### config.mk
export PLATFORM = sky130hd
export DESIGN_NAME = muldiv_unit
export DESIGN_NICKNAME = d
export VERILOG_FILES = /design/src/rtl/muldiv_pkg.sv /design/src/rtl/muldiv_issue.sv /design/src/rtl/muldiv_mulpipe.sv /design/src/rtl/muldiv_divider.sv /design/src/rtl/muldiv_unit.sv
export SDC_FILE = /design/constraint.sdc
export NUM_CORES = 2
export LEC_CHECK = 0
export BUFFER_PORTS_ARGS = -buffer_cell sky130_fd_sc_hd__clkbuf_2
export CAP_MARGIN = 20
export CORE_AREA = 2 2 375 377
export CTS_CLUSTER_DIAMETER = 40
export DETAILED_ROUTE_END_ITERATION = 10
export DIE_AREA = 0 0 377 379
export GPL_TIMING_DRIVEN = 0
export MAX_ROUTING_LAYER = met4
export PLACE_DENSITY = 0.53
export SYNTH_ARGS = -nofsm -noshare
export SYNTH_HDL_FRONTEND = slang
export SYNTH_HIERARCHICAL = 1
export SYNTH_SLANG_ARGS = --single-unit
### constraint.sdc
create_clock -name clk -period 19.4 [get_ports clk]
set_clock_uncertainty 0.1 [all_clocks]
set_input_delay 1.94 -clock clk [delete_from_list [all_inputs] [get_ports clk]]
set_output_delay 1.94 -clock clk [all_outputs]
set_load 0.02 [all_outputs]
### src/rtl/muldiv_pkg.sv
package muldiv_pkg;

   typedef enum logic [2:0] {
      OPC_MUL_LO = 3'd0,
      OPC_MUL_HS = 3'd1,
      OPC_MUL_HU = 3'd2,
      OPC_DIV_S  = 3'd3,
      OPC_DIV_U  = 3'd4
   } opc_e;

   typedef struct packed {
      logic take_hi;
      logic sgn;
   } mulctl_t;

   typedef enum logic [1:0] {
      DV_IDLE  = 2'd0,
      DV_SETUP = 2'd1,
      DV_ITER  = 2'd2,
      DV_FIX   = 2'd3
   } dvstate_e;

   function automatic logic opc_is_div(input logic [2:0] op);
      return (op == OPC_DIV_S) || (op == OPC_DIV_U);
   endfunction

   // unused codes fall through to low-half multiply
   function automatic mulctl_t mul_decode(input logic [2:0] op);
      mulctl_t c;
      c.take_hi = (op == OPC_MUL_HS) || (op == OPC_MUL_HU);
      c.sgn     = (op == OPC_MUL_HS);
      return c;
   endfunction

endpackage

### src/rtl/muldiv_issue.sv
module muldiv_issue
   import muldiv_pkg::*;
(
   input  logic       iss_valid,
   input  logic [2:0] iss_op,
   input  logic       div_busy,
   input  logic       mul_busy,
   output logic       iss_ready,
   output logic       mul_go,
   output logic       div_go
);

   logic want_div;

   always_comb begin
      want_div  = opc_is_div(iss_op);
      // a running divide blocks everything; a divide waits for the multiply pipe to drain
      iss_ready = !div_busy && !(want_div && mul_busy);
      mul_go    = iss_valid && iss_ready && !want_div;
      div_go    = iss_valid && iss_ready &&  want_div;
   end

endmodule

### src/rtl/muldiv_mulpipe.sv
module muldiv_mulpipe
   import muldiv_pkg::*;
#(
   parameter int XLEN   = 32,
   parameter int TAGW   = 4,
   parameter int STAGES = 3
)(
   input  logic            clk,
   input  logic            rst_n,
   input  logic            go,
   input  logic [2:0]      op,
   input  logic [XLEN-1:0] a,
   input  logic [XLEN-1:0] b,
   input  logic [TAGW-1:0] tag,
   output logic            busy,
   output logic            out_valid,
   output logic [XLEN-1:0] out_data,
   output logic [TAGW-1:0] out_tag
);

   localparam int PW   = 2 * XLEN;
   localparam int LAST = STAGES - 1;

   // operand capture stage
   logic            s0_v;
   logic [XLEN-1:0] s0_a, s0_b;
   mulctl_t         s0_ctl;
   logic [TAGW-1:0] s0_tag;

   always_ff @(posedge clk or negedge rst_n) begin
      if (!rst_n) s0_v <= 1'b0;
      else        s0_v <= go;
   end

   always_ff @(posedge clk) begin
      if (go) begin
         s0_a   <= a;
         s0_b   <= b;
         s0_ctl <= mul_decode(op);
         s0_tag <= tag;
      end
   end

   // the low PW bits of a product of extended operands match either signedness
   logic [PW-1:0] a_ext, b_ext, prod;

   always_comb begin
      a_ext = {{XLEN{s0_ctl.sgn & s0_a[XLEN-1]}}, s0_a};
      b_ext = {{XLEN{s0_ctl.sgn & s0_b[XLEN-1]}}, s0_b};
      prod  = a_ext * b_ext;
   end

   // product stages 1..LAST
   logic [LAST:1]   pv;
   logic [LAST:1]   phi;
   logic [PW-1:0]   pp   [LAST:1];
   logic [TAGW-1:0] ptag [LAST:1];

   always_ff @(posedge clk or negedge rst_n) begin
      if (!rst_n) begin
         pv <= '0;
      end else begin
         pv[1] <= s0_v;
         for (int k = 2; k <= LAST; k++) pv[k] <= pv[k-1];
      end
   end

   always_ff @(posedge clk) begin
      pp[1]   <= prod;
      phi[1]  <= s0_ctl.take_hi;
      ptag[1] <= s0_tag;
      for (int k = 2; k <= LAST; k++) begin
         pp[k]   <= pp[k-1];
         phi[k]  <= phi[k-1];
         ptag[k] <= ptag[k-1];
      end
   end

   always_comb begin
      busy      = s0_v | (|pv);
      out_valid = pv[LAST];
      out_data  = phi[LAST] ? pp[LAST][PW-1:XLEN] : pp[LAST][XLEN-1:0];
      out_tag   = ptag[LAST];
   end

endmodule

### src/rtl/muldiv_divider.sv
module muldiv_divider
   import muldiv_pkg::*;
#(
   parameter int XLEN = 32,
   parameter int TAGW = 4
)(
   input  logic            clk,
   input  logic            rst_n,
   input  logic            go,
   input  logic [2:0]      op,
   input  logic [XLEN-1:0] a,
   input  logic [XLEN-1:0] b,
   input  logic [TAGW-1:0] tag,
   output logic            busy,
   output logic            out_valid,
   output logic [XLEN-1:0] out_data,
   output logic [TAGW-1:0] out_tag,
   output logic            out_ovf
);

   localparam int             CW      = $clog2(XLEN + 1);
   localparam logic [XLEN-1:0] MOST_NEG = {1'b1, {(XLEN-1){1'b0}}};

   dvstate_e        st;
   logic [CW-1:0]   cnt;
   logic            sgn_q, neg_q, dz_q, ov_q;
   logic [XLEN-1:0] opa_q, opb_q;
   logic [XLEN-1:0] quo, dsr, rem;
   logic [TAGW-1:0] tag_q;
   logic            vld_q;
   logic [XLEN-1:0] res_q;
   logic            rovf_q;

   // setup-cycle decode of the captured operands
   logic            a_neg, b_neg;
   logic [XLEN-1:0] mag_a, mag_b;

   always_comb begin
      a_neg = sgn_q & opa_q[XLEN-1];
      b_neg = sgn_q & opb_q[XLEN-1];
      mag_a = a_neg ? (~opa_q + 1'b1) : opa_q;
      mag_b = b_neg ? (~opb_q + 1'b1) : opb_q;
   end

   // one restoring step
   logic [XLEN:0] shifted, trial;

   always_comb begin
      shifted = {rem, quo[XLEN-1]};
      trial   = shifted - {1'b0, dsr};
   end

   always_ff @(posedge clk or negedge rst_n) begin
      if (!rst_n) begin
         st    <= DV_IDLE;
         cnt   <= '0;
         vld_q <= 1'b0;
      end else begin
         vld_q <= 1'b0;
         unique case (st)
            DV_IDLE:  if (go) st <= DV_SETUP;
            DV_SETUP: begin
               cnt <= CW'(XLEN);
               st  <= DV_ITER;
            end
            DV_ITER: begin
               cnt <= cnt - 1'b1;
               if (cnt == CW'(1)) st <= DV_FIX;
            end
            DV_FIX: begin
               vld_q <= 1'b1;
               st    <= DV_IDLE;
            end
            default: st <= DV_IDLE;
         endcase
      end
   end

   always_ff @(posedge clk) begin
      unique case (st)
         DV_IDLE: if (go) begin
            opa_q <= a;
            opb_q <= b;
            sgn_q <= (op == OPC_DIV_S);
            tag_q <= tag;
         end
         DV_SETUP: begin
            quo   <= mag_a;
            dsr   <= mag_b;
            rem   <= '0;
            neg_q <= a_neg ^ b_neg;
            dz_q  <= (opb_q == '0);
            ov_q  <= sgn_q && (opa_q == MOST_NEG) && (&opb_q);
         end
         DV_ITER: begin
            if (!trial[XLEN]) begin
               rem <= trial[XLEN-1:0];
               quo <= {quo[XLEN-2:0], 1'b1};
            end else begin
               rem <= shifted[XLEN-1:0];
               quo <= {quo[XLEN-2:0], 1'b0};
            end
         end
         DV_FIX: begin
            res_q  <= dz_q ? '1 : (neg_q ? (~quo + 1'b1) : quo);
            rovf_q <= dz_q | ov_q;
         end
         default: ;
      endcase
   end

   always_comb begin
      busy      = (st != DV_IDLE);
      out_valid = vld_q;
      out_data  = res_q;
      out_tag   = tag_q;
      out_ovf   = rovf_q;
   end

endmodule

### src/rtl/muldiv_unit.sv
module muldiv_unit
   import muldiv_pkg::*;
#(
   parameter int XLEN       = 32,
   parameter int TAGW       = 4,
   parameter int MUL_STAGES = 3
)(
   input  logic            clk,
   input  logic            rst_n,
   input  logic            iss_valid,
   output logic            iss_ready,
   input  logic [2:0]      iss_op,
   input  logic [XLEN-1:0] iss_a,
   input  logic [XLEN-1:0] iss_b,
   input  logic [TAGW-1:0] iss_tag,
   output logic            res_valid,
   output logic [XLEN-1:0] res_data,
   output logic [TAGW-1:0] res_tag,
   output logic            res_ovf
);

   generate
      if (XLEN < 4 || (XLEN % 2) != 0) begin : g_bad_xlen
         $error("muldiv_unit: XLEN must be even and at least 4");
      end
      if (MUL_STAGES < 2) begin : g_bad_stages
         $error("muldiv_unit: MUL_STAGES must be at least 2");
      end
      if (TAGW < 1) begin : g_bad_tag
         $error("muldiv_unit: TAGW must be at least 1");
      end
   endgenerate

   logic            mul_go, div_go;
   logic            mul_busy, div_busy;
   logic            mul_out_v, div_out_v;
   logic [XLEN-1:0] mul_out_d, div_out_d;
   logic [TAGW-1:0] mul_out_t, div_out_t;
   logic            div_out_o;

   muldiv_issue u_issue (
      .iss_valid (iss_valid),
      .iss_op    (iss_op),
      .div_busy  (div_busy),
      .mul_busy  (mul_busy),
      .iss_ready (iss_ready),
      .mul_go    (mul_go),
      .div_go    (div_go)
   );

   muldiv_mulpipe #(.XLEN(XLEN), .TAGW(TAGW), .STAGES(MUL_STAGES)) u_mul (
      .clk       (clk),
      .rst_n     (rst_n),
      .go        (mul_go),
      .op        (iss_op),
      .a         (iss_a),
      .b         (iss_b),
      .tag       (iss_tag),
      .busy      (mul_busy),
      .out_valid (mul_out_v),
      .out_data  (mul_out_d),
      .out_tag   (mul_out_t)
   );

   muldiv_divider #(.XLEN(XLEN), .TAGW(TAGW)) u_div (
      .clk       (clk),
      .rst_n     (rst_n),
      .go        (div_go),
      .op        (iss_op),
      .a         (iss_a),
      .b         (iss_b),
      .tag       (iss_tag),
      .busy      (div_busy),
      .out_valid (div_out_v),
      .out_data  (div_out_d),
      .out_tag   (div_out_t),
      .out_ovf   (div_out_o)
   );

   // the issue rules keep the two sources from ever presenting together
   always_comb begin
      res_valid = mul_out_v | div_out_v;
      res_ovf   = div_out_v & div_out_o;
      if (div_out_v) begin
         res_data = div_out_d;
         res_tag  = div_out_t;
      end else if (mul_out_v) begin
         res_data = mul_out_d;
         res_tag  = mul_out_t;
      end else begin
         res_data = '0;
         res_tag  = '0;
      end
   end

endmodule

---- Word-level counts from Yosys, hierarchy flattened ----
Memory sizes are Yosys's and may differ from the RTL's.
Index checks and enable logic that the tools add are counted.
operators by class
  $lt $le $gt $ge ......................... 0
  shifts and indexed selects .............. 0
  bitwise operators ....................... 12
  divide/modulo/power cells ............... 0
  equal/unequal tests ..................... 11
  reduce and logical (&&, ||, !) cells .... 20
  multiply operators ...................... 1
  multiplexer cells ....................... 17
  $add $sub $neg .......................... 5
operators by type and width
  operator                 number
  $mux W32                 7
  $pmux W32 S2             2
  $add A32 B1 Y32 const B  3
  $not A32 Y32             3
  $mul A33 B33 Y64         1
  $sub A33 B32 Y33         1
  $eq A32 B32 Y1 const B   1
  $logic_not A32 Y1        1
  $reduce_and A32 Y1       1
  $pmux W6 S2              1
  $mux W4                  2
  $pmux W2 S4              1
  $logic_and A1 B1 Y1      7
  $eq A3 B2 Y1 const B     2
  $eq A6 B1 Y1 const B     1
  $sub A6 B1 Y6 const B    1
  $and A1 B1 Y1            5
  $eq A2 B2 Y1 const B     2
  $mux W2                  2
  $reduce_and A2 Y1        2
  $reduce_bool A2 Y1       2
  $eq A3 B1 Y1 const B     1
  $eq A3 B3 Y1 const B     1
  $logic_not A1 Y1         3
  9 further kinds          13
storage, ports and cells
  latch bits .............................. 0
  register bits after elaboration ......... 285
  ROM bits ................................ 0
  RAM bits ................................ 136
  memories kept ........................... 2
memory list
  memory      depth  width  rd ports  clocked after Yosys merged registers in  write ports  line                  RTL
  u_mul.pp    2      64     2         0                                        2            muldiv_mulpipe.sv:56  logic [PW-1:0] pp [LAST:1];
  u_mul.ptag  2      4      2         0                                        2            muldiv_mulpipe.sv:57  logic [TAGW-1:0] ptag [LAST:1];

---- Longest topological paths before layout ----
  depth after elaboration ................. 9
  gate-level depth with buffers ........... 30
  gate-level depth less buffers ........... 27

---- By module ----
Netlist, hierarchy kept.
by module, submodules not included
  module          cells an instance  instances  area an instance (µm²)
  muldiv_mulpipe  4402               1          43229.0
  muldiv_divider  1031               1          11513.5
  muldiv_unit     51                 1          400.4
  muldiv_issue    8                  1          68.8

---- Least setup slack after synthesis ----
OpenSTA, ideal clock, no wires.
  path kind ............................... register -> register
  start ................................... register u_mul/s0_ctl[0] (netlist name)
  end ..................................... memory u_mul/pp[1][63] (netlist name)
  required time ........................... 19.180 ns
  arrival time ............................ 8.054 ns
  stages on the path, launching flop included .. 28
  slack ................................... 11.127 ns
  clock period less this slack ............ 8.273 ns
  path through ............................ edfxtp_1 clkbuf_1 and2_1 clkbuf_1 nand2_1 inv_1 fa_1 fa_1 fa_1 inv_1 fa_1 inv_1 fa_1 fa_1 inv_1 fa_1 inv_1 fa_1 ha_1 nand4_1 nor2_1 a221oi_1 o21ai_0 a2111oi_4 nor3_2 nor4_4 o21ai_1 xnor2_1
RTL lines
  what                    line                  RTL
  start, declared         muldiv_mulpipe.sv:27  mulctl_t s0_ctl;
  start signal, assigned  muldiv_mulpipe.sv:39  s0_ctl <= mul_decode(op);
  end, declared           muldiv_mulpipe.sv:56

==> flow_summary.toml <==
[outcome]
status = "completed"

[sta]
max_freq_mhz = 80.9
tns_ps = 0
finalSetupViolations = 0
worst_pin_slew_ps = 1280
rsz0062_at_grt = "false"
hold_viol = 0
min_period_ps = 12360
finalCritPeriodShare_pct = 63.7
slew_violations = 0
max_slew_margin_pct = 14.9
worst_slack_ps = 7040

[setup_path]
critPathArrivalTime_ps = 12740
max_stage_delay_ps = 1240
cp_num_buf_inv = 8
crit_type = "reg -> reg"
worstPathRequired_ps = 19770
worst_setup_path_end_kind = "register"
worst_setup_path_start_kind = "register"
cpMostUsedCell = "fa_1"
crit_family = "adder cells"
cp_slowest_cell = "fa_1"
crit_path_max_fanout = 14

[clock_network]
numCtsBuffers = 74
cts_setup_buffers = 0
cts_root_buffer = "clkbuf_16"
cts_tree = "yes"
htreeDepth = 3
clkTransAtPathRegs_ps = 60
cts_hold_buf = 0
cts_sinks = 421
max-clock-path-buffers = 3
cts_resized = 0
clock_latency_ps = 670

[die]
io_pins = 113
start_util_pct = 39.8
rows = 137
die_area_mm2 = 0.143
die_w_um = 377
dieHeight_um = 379
core-area_mm2 = 0.139

[global_routing]
antenna_found_initial = 30
grt.total_usage_pct = 29.8
gr-total-overflow = 0
use_met1_pct = 38.3
top_usage_layer = "met2"
grtUsageMet3_pct = 5.24
grt_pass1_wl_mm = 291
grt_pass1_vias = 41200
use_met2_pct = 45.9
grt_max_degree = 63

[synth]
synth_top_area_cell = "fa_1"
netlist-cell-type-count = 102
synth_top_area_share_pct = 40.8
ys_ff_latch = 421
synth_edf_count = 271
synth.avg_cell_area_um2 = 10.1
syn-num-nets = 6947
synthMostInstantiatedCell = "inv_1"
synth-main-ff-cell = "edfxtp_1"
ys_warn_count = 6
synth_area_leaders = "fa_1, edfxtp_1, inv_1"
synth_seq_area_share_pct = 20.3
netlist_area_mm2 = 0.0552
synth_commonest_cells = "inv_1, fa_1, nand2_1, and2_1, edfxtp_1"
synthCells = 5492
asyncSetResetFlopFracSynth_pct = 2.85

[cells_and_area]
area_growth_pct = 10.2
fillers = 13600
drive_gt1_share_pct = 6.25
fin_nets = 7142

[drt]
vias = 40000
ant_nets = 0
wirelength_mm = 202
drc_errors = 0
vias_per_cell = 5.29
firstDrtPassIters = 5
drt_iter0_markers = 3394
wire_per_inst_um = 26.7

[min_path]
hp-class = "reg -> reg"

[placed_design]
place_congestion = 0.976
dpl.hpwl_mm = 171
place_ws_ps = 7130
port_buffers = 112

[job]
cap_violations = 0
## sequential cells by signal (all words and copies together), names as in the netlist, 32 cells and up
signal / cells
u_div/opa_q: 32
u_div/quo: 32
u_mul/s0_b: 32
u_div/rem: 32
u_div/out_data: 32
u_div/opb_q: 32
u_div/dsr: 32
u_mul/pp: 128
u_mul/s0_a: 32
## routing by layer
metal	vias up	routed length, um
met3	413	16100
met5	-	0
li1	17100	-
met4	0	11100
met1	20700	82300
met2	1747	92900
## through the flow
stage                     area (um2)  hold WS, ps  std cells  utilization [%]
after floorplan                55200          210       5492                -
after global placement         58000          210       7411             41.8
after detailed placement       58200          212       7417             41.9
after CTS                      60800          221       7554             43.8
after global routing           60800          222       7560             43.8
final                          60800          223       7570             43.8
## placed cells by master, fill, tap and decap left out, types with 10 or more instances in the layout
master / netlist / final
clkbuf_1: 246 / 250
nor4_1: 15 / 15
mux2_2: 33 / 33
nor2_1: 93 / 93
o21ai_0: 110 / 109
nor3_1: 22 / 22
and2_1: 364 / 363
diode_2: 0 / 15
xnor2_1: 105 / 105
o21a_1: 15 / 15
a22o_1: 34 / 34
dfrtp_1: 12 / 12
o41ai_1: 14 / 14
dfxtp_1: 138 / 138
or2_2: 12 / 12
a21o_1: 49 / 49
nand3_1: 22 / 22
clkbuf_16: 0 / 77
o21bai_1: 13 / 13
inv_6: 0 / 18
fa_1: 1126 / 1126
inv_8: 0 / 10
nand2_1: 858 / 858
or3_1: 11 / 11
nand2b_1: 14 / 14
nor2b_1: 12 / 12
inv_1: 1161 / 1161
o31ai_1: 19 / 19
a211oi_1: 12 / 12
nand4_1: 32 / 32
o211ai_1: 10 / 10
mux2i_1: 22 / 22
xor2_1: 79 / 79
edfxtp_1: 271 / 271
a21oi_1: 106 / 106
a31oi_1: 28 / 28
clkbuf_2: 1 / 113
ha_1: 255 / 252
and3_1: 30 / 30
## logic make-up after synthesis
family                   synth area share, %
XOR/XNOR                                2.92
multiplexers                            1.07
buffers and inverters                   9.83
flip-flops                              20.3
adder cells (fa/ha/maj)                 46.6
AO/OA/AOI/OAI                           6.08
AND/OR/NAND/NOR                         13.2
## path summary, 6_finish.rpt
path	start	to	slack, ps	depth (start not counted)
setup / recovery	u_mul/s0_ctl[0]$_DFFE_PP_	u_mul/pp[1][63]$_DFF_P_	7040	28
hold / removal	u_mul/pp[1][19]$_DFF_P_	u_mul/pp[2][19]$_DFF_P_	220	0
setup reg to reg	u_mul/s0_ctl[0]$_DFFE_PP_	u_mul/pp[1][63]$_DFF_P_	7040	28
hold reg to reg	u_mul/pp[1][19]$_DFF_P_	u_mul/pp[2][19]$_DFF_P_	220	0
max in group asynchronous	rst_n	u_mul/pv[1]$_DFF_PN0_	17830	1
min in group asynchronous	rst_n	u_div/cnt[1]$_DFFE_PN0P_	1090	1
## layout make-up
class | count | area, um2 | area share (%)
inverters | 1161 | 4360 | 7.17
multi-input cells | 3639 | 38600 | 63.5
clock inverters | 53 | 617 | 1.01
plain buffers | 271 | 1070 | 1.76
flip-flops and latches | 421 | 11200 | 18.4
clock buffers | 84 | 1980 | 3.26
repair buffers | 119 | 688 | 1.13
diodes | 15 | 37.5 | 0.0617
well taps | 1807 | 2260 | 3.72
Power is left out: the tool's default activity adds up to more than one toggle a clock period on the data nets, which glitch-free logic cannot reach.
